==> src/rtl/avp_pkg.sv <==
package avp_pkg;

    localparam int RECIP_SHIFT = 16;
    localparam int GAIN_FRAC   = 4;

    typedef logic [2:0] lpf_shift_t;

    function automatic int unsigned recip_of(input int unsigned n);
        if (n == 0) return 0;
        return ((32'd1 << RECIP_SHIFT) + n / 2) / n;
    endfunction

    function automatic int unsigned ones_in(input logic [31:0] v);
        int unsigned c;
        c = 0;
        for (int i = 0; i < 32; i++) c += int'(v[i]);
        return c;
    endfunction

endpackage

==> src/rtl/avp_phase_avg.sv <==
module avp_phase_avg
    import avp_pkg::*;
#(
    parameter int NPH = 8,
    parameter int IW  = 12,
    parameter int AW  = IW + 1
) (
    input  logic              clk,
    input  logic              rst,
    input  logic              cur_valid_i,
    input  logic [NPH*IW-1:0] cur_i,
    input  logic [NPH-1:0]    phase_en_i,
    output logic [AW-1:0]     avg_o
);
    localparam int CW = $clog2(NPH + 1);
    localparam int SW = IW + CW;
    localparam int RW = RECIP_SHIFT + 1;
    localparam int PW = SW + RW;

    logic [IW-1:0] held   [NPH];
    logic [IW-1:0] masked [NPH];
    logic [RW-1:0] rtab   [NPH+1];
    logic [SW-1:0] sum;
    logic [CW-1:0] cnt;
    logic [RW-1:0] recip_sel;
    logic [PW-1:0] prod;

    for (genvar p = 0; p < NPH; p++) begin : g_phase
        always_ff @(posedge clk) begin
            if (rst)              held[p] <= '0;
            else if (cur_valid_i) held[p] <= cur_i[p*IW +: IW];
        end
        assign masked[p] = phase_en_i[p] ? held[p] : '0;
    end

    for (genvar g = 0; g <= NPH; g++) begin : g_recip
        assign rtab[g] = RW'(recip_of(g));
    end

    always_comb begin
        sum = '0;
        for (int p = 0; p < NPH; p++) sum = sum + SW'(masked[p]);
    end

    assign cnt       = CW'(ones_in(32'(phase_en_i)));
    assign recip_sel = rtab[cnt];
    assign prod      = PW'(sum) * PW'(recip_sel);
    assign avg_o     = AW'(prod >> RECIP_SHIFT);

endmodule

==> src/rtl/avp_lpf.sv <==
module avp_lpf
    import avp_pkg::*;
#(
    parameter int AW = 13,
    parameter int GW = 8,
    parameter int XW = AW + GW - GAIN_FRAC
) (
    input  logic          clk,
    input  logic          rst,
    input  logic [AW-1:0] avg_i,
    input  logic [GW-1:0] gain_i,
    input  lpf_shift_t    shift_i,
    input  logic          upd_i,
    output logic [XW-1:0] x_o,
    output logic [XW-1:0] y_o
);
    localparam int MW = AW + GW;

    logic [MW-1:0]        scaled;
    logic signed [XW:0]   diff;
    logic signed [XW:0]   step;
    logic signed [XW+1:0] nxt;

    assign scaled = MW'(avg_i) * MW'(gain_i);
    assign x_o    = XW'(scaled >> GAIN_FRAC);
    assign diff   = $signed({1'b0, x_o}) - $signed({1'b0, y_o});
    assign step   = diff >>> shift_i;
    assign nxt    = $signed({2'b00, y_o}) + $signed({step[XW], step});

    always_ff @(posedge clk) begin
        if (rst)        y_o <= '0;
        else if (upd_i) y_o <= XW'(nxt);
    end

endmodule

==> src/rtl/avp_err_sub.sv <==
module avp_err_sub #(
    parameter int EW = 12,
    parameter int XW = 17,
    parameter int OW = 12
) (
    input  logic                 clk,
    input  logic                 rst,
    input  logic                 err_valid_i,
    input  logic signed [EW-1:0] err_i,
    input  logic [XW-1:0]        y_i,
    output logic                 adj_valid_o,
    output logic signed [OW-1:0] adj_o
);
    localparam int DW = ((EW > XW) ? EW : XW) + 2;
    localparam logic signed [DW-1:0] OMAX = DW'((64'sd1 <<< (OW - 1)) - 1);
    localparam logic signed [DW-1:0] OMIN = -DW'(64'sd1 <<< (OW - 1));

    logic                 v1;
    logic signed [EW-1:0] e1;
    logic signed [DW-1:0] diff;
    logic signed [OW-1:0] clamped;

    always_ff @(posedge clk) begin
        if (rst) begin
            v1 <= 1'b0;
            e1 <= '0;
        end else begin
            v1 <= err_valid_i;
            if (err_valid_i) e1 <= err_i;
        end
    end

    assign diff = $signed({{(DW-EW){e1[EW-1]}}, e1}) - $signed({{(DW-XW){1'b0}}, y_i});

    always_comb begin
        if (diff > OMAX)      clamped = OMAX[OW-1:0];
        else if (diff < OMIN) clamped = OMIN[OW-1:0];
        else                  clamped = diff[OW-1:0];
    end

    always_ff @(posedge clk) begin
        if (rst) begin
            adj_valid_o <= 1'b0;
            adj_o       <= '0;
        end else begin
            adj_valid_o <= v1;
            if (v1) adj_o <= clamped;
        end
    end

endmodule

==> src/rtl/avp_loadline.sv <==
module avp_loadline
    import avp_pkg::*;
#(
    parameter int NPH = 8,
    parameter int IW  = 12,
    parameter int GW  = 8,
    parameter int EW  = 12,
    parameter int OW  = 12
) (
    input  logic                 clk,
    input  logic                 rst,
    input  logic                 cur_valid_i,
    input  logic [NPH*IW-1:0]    cur_i,
    input  logic [NPH-1:0]       phase_en_i,
    input  logic [GW-1:0]        gain_i,
    input  logic [2:0]           shift_i,
    input  logic                 err_valid_i,
    input  logic signed [EW-1:0] err_i,
    output logic                 adj_valid_o,
    output logic signed [OW-1:0] adj_o
);
    localparam int AW = IW + 1;
    localparam int XW = AW + GW - GAIN_FRAC;

    logic [AW-1:0] avg_w;
    logic [XW-1:0] x_w;
    logic [XW-1:0] y_w;

    avp_phase_avg #(.NPH(NPH), .IW(IW), .AW(AW)) u_avg (
        .clk         (clk),
        .rst         (rst),
        .cur_valid_i (cur_valid_i),
        .cur_i       (cur_i),
        .phase_en_i  (phase_en_i),
        .avg_o       (avg_w)
    );

    avp_lpf #(.AW(AW), .GW(GW), .XW(XW)) u_lpf (
        .clk     (clk),
        .rst     (rst),
        .avg_i   (avg_w),
        .gain_i  (gain_i),
        .shift_i (lpf_shift_t'(shift_i)),
        .upd_i   (err_valid_i),
        .x_o     (x_w),
        .y_o     (y_w)
    );

    avp_err_sub #(.EW(EW), .XW(XW), .OW(OW)) u_sub (
        .clk         (clk),
        .rst         (rst),
        .err_valid_i (err_valid_i),
        .err_i       (err_i),
        .y_i         (y_w),
        .adj_valid_o (adj_valid_o),
        .adj_o       (adj_o)
    );

endmodule

==> config.mk <==
export PLATFORM = sky130hd
export DESIGN_NAME = avp_loadline
export DESIGN_NICKNAME = d
export VERILOG_FILES = /design/src/rtl/avp_pkg.sv /design/src/rtl/avp_phase_avg.sv /design/src/rtl/avp_lpf.sv /design/src/rtl/avp_err_sub.sv /design/src/rtl/avp_loadline.sv
export SDC_FILE = /design/constraint.sdc
export NUM_CORES = 1
export LEC_CHECK = 0
export BUFFER_PORTS_ARGS = -buffer_cell sky130_fd_sc_hd__buf_2
export CELL_PAD_IN_SITES_DETAIL_PLACEMENT = 2
export CELL_PAD_IN_SITES_GLOBAL_PLACEMENT = 2
export CORE_MARGIN = 5
export CORE_UTILIZATION = 38
export DETAILED_ROUTE_END_ITERATION = 7
export HOLD_SLACK_MARGIN = 0.15
export PLACE_DENSITY = 0.77
export SYNTH_ARGS = -nofsm -noshare
export SYNTH_HDL_FRONTEND = slang
export SYNTH_SLANG_ARGS = --single-unit
==> constraint.sdc <==
create_clock -name clk -period 30.1 [get_ports clk]
set_clock_uncertainty 0.05 [all_clocks]
set_input_delay 6.02 -clock clk [delete_from_list [all_inputs] [get_ports clk]]
set_output_delay 6.02 -clock clk [all_outputs]
set_load 0.02 [all_outputs]
==> impl_metrics.env <==
export IMPL_status="finished clean"
export IMPL_setup_violations=0
export IMPL_initial_core_util_pct=38.1
export IMPL_ys_flop_type="edfxtp_1"
export IMPL_num_rows=89
export IMPL_holdBufCountCts=0
export IMPL_worstMarginPinSlew_ns=1.37
export IMPL_cts_root_buf="clkbuf_16"
export IMPL_portBuffers=143
export IMPL_syn_inst=2476
export IMPL_holdCritStartpoint="u_sub.adj_o[4]"
export IMPL_cts_sinks=139
export IMPL_post_cts_setup_buffers=0
export IMPL_place_ws_ns=2.83
export IMPL_synth_largest_area_cell="fa_1"
export IMPL_seq_area_frac_synth_pct=16.7
export IMPL_crit_start="phase_en_i[0]"
export IMPL_critPathMaxStageDelay_ns=0.75
export IMPL_postLayoutCoreUtil_pct=41.8
export IMPL_period_needed_ns=27.01
export IMPL_first_iter_violations=711
export IMPL_crit_slowest_cell="xor2_1"
export IMPL_place_congestion=0.866
export IMPL_ys_types=74
export IMPL_n_antenna_cell=0
export IMPL_grt_max_degree=97
export IMPL_wl_um=73500
export IMPL_synth_top_area_share_pct=29.9
export IMPL_yosysMostFrequentCell="inv_1"
export IMPL_antenna_found_initial=1
export IMPL_async_flop_share_pct=0
export IMPL_worstPathMaxFanout=13
export IMPL_synth_edf_count=96
export IMPL_cts_made_buffers=17
export IMPL_seqCellArea_mm2=0.00374
export IMPL_path_class="in2reg"
export IMPL_ys_warn_count=0
export IMPL_wire_per_inst_um=21.8
export IMPL_die_w_um=253
export IMPL_syn_avg_cell_area_um2=9.04
export IMPL_worstPathArrival_ns=27.30
export IMPL_rsz0062_at_grt="false"
export IMPL_final_setup_tns_ns=0
export IMPL_routed_top_layer="met4"
export IMPL_drtPass1Iterations=4
export IMPL_ys_seq_elements=139
export IMPL_insertion_delay_ns=0.45
export IMPL_synth_area_leaders="fa_1 30%, edfxtp_1 13%, ha_1 12%"
export IMPL_hold_viol=0
export IMPL_met1Wirelength_um=29200
export IMPL_grt_pass1_vias=20700
export IMPL_multi_input_area_mm2=0.0164
export IMPL_vias_per_cell=5.14
export IMPL_grt_pass1_wl_um=116000
export IMPL_slew_limit_headroom_pct=7.67
export IMPL_min_period_over_period_pct=89.7
export IMPL_maxCapViolations=0
export IMPL_cp_start_kind="input pin"
export IMPL_cp_num_buf_inv=13
export IMPL_core_mm2=0.0587
export IMPL_dp_hpwl_um=61300
export IMPL_drive_above_1_share_pct=8.82
export IMPL_clock_path_buffers=2
export IMPL_critical_path_top_delay_family="adder cells"
export IMPL_holdCritPathClass="reg2reg"
export IMPL_drc=0
export IMPL_syn_area_mm2=0.0224
export IMPL_met3_length_um=1810
export IMPL_fmax_ghz=0.0370
export IMPL_fill_cells=6455
export IMPL_crit_top_cell="fa_1"
export IMPL_die_y_um=253
export IMPL_syn_num_nets=3150
export IMPL_antenna_left=0
export IMPL_wl_met2_um=40400
export IMPL_report_final_slew_viol_count=0
export IMPL_finalNetCount=3258
export IMPL_synthToLayoutAreaGrowth_pct=9.55
export IMPL_grt_use_total_pct=23.4
export IMPL_cts_tree="done"
export IMPL_cts_htree_levels=4
export IMPL_grt_overflow=0
export IMPL_cp_required_ns=30.39
export IMPL_worstReg2RegStart="u_avg.held[1][1]"
export IMPL_fin_ws_ns=3.09
export IMPL_worst_setup_path_end_kind="flop"
export IMPL_ctsResizeCount=0
export IMPL_synth_common_cells="519 x inv_1, 334 x fa_1, 232 x and2_1"
export IMPL_vias=17300
export IMPL_ios=144
export IMPL_die_area_mm2=0.0638
export IMPL_clkSlewWorstSetupHoldPaths_ns=0.07
## layout by cell type, fill, tap and decap left out, types with 43 or more instances in the layout
master	count
and2_1	232
nor2_1	176
a21oi_1	70
nand2_1	229
edfxtp_1	96
fa_1	334
dfxtp_1	43
inv_1	519
buf_2	143
ha_1	209
xnor2_1	65
o21ai_0	54
## registers in the layout, summed over array words and instances, names as in the netlist
register           flops
u_sub.adj_o           12
u_sub.v1               1
u_lpf.y_o             17
u_sub.e1              12
u_sub.adj_valid_o      1
u_avg.held            96
## logic make-up after synthesis
logic type,count (synthesis),share of synthesized area [%]
and+or+nand+nor,777,17.1
buffers and inverters,591,9.97
adders and majority gates,543,41.6
AOI/OAI and AO/OA,281,8.45
DFF,139,16.7
xor gates and xnor gates,96,3.83
muxes,49,2.30
## metrics by stage
stage,cells,area (um2),hold WS (ns)
detailed placement,3338,23900,0.426
global route,3370,24500,0.478
floorplan,2476,22400,0.410
CTS,3370,24500,0.445
finish,3370,24500,0.444
global placement,3338,23900,0.420
## path summary, 6_finish.rpt
| path | to | depth (start not counted) | slack (ns) |
|---|---|---|---|
| worst max-delay path | u_lpf.y_o[16] | 86 | 3.09 |
| worst min-delay path | u_sub.adj_o[4] | 2 | 0.44 |
| worst max register to register | u_lpf.y_o[16] | 85 | 8.47 |
| worst min register to register | u_sub.adj_o[4] | 2 | 0.44 |
## worst register-to-register path, delay by kind of cell (launching register included)
kind | cells | cell delay, ns
compound gates | 32 | 7.19
xor+xnor | 5 | 1.47
fa+ha+maj | 20 | 8.73
buf+inv | 12 | 0.65
flops | 1 | 0.39
mux | 3 | 0.72
simple gates | 13 | 2.33
## routing by layer
metal	track usage, %	up-vias
li1	-	7957
met4	6.51	0
met2	44.6	236
met5	0	-
met1	27.7	9015
met3	2.47	106
## layout make-up
| type | count | share of cell area (%) |
|---|---|---|
| inverters | 522 | 7.99 |
| clock buffers | 24 | 2.20 |
| multi-input cells | 1746 | 67.0 |
| clock inverters | 8 | 0.260 |
| flip-flops and latches | 139 | 15.3 |
| repair buffers | 158 | 3.38 |
| well taps | 773 | 3.95 |
Power is not shown: default switching activity piles up to over one toggle a cycle in this logic, so the estimate is an artifact.
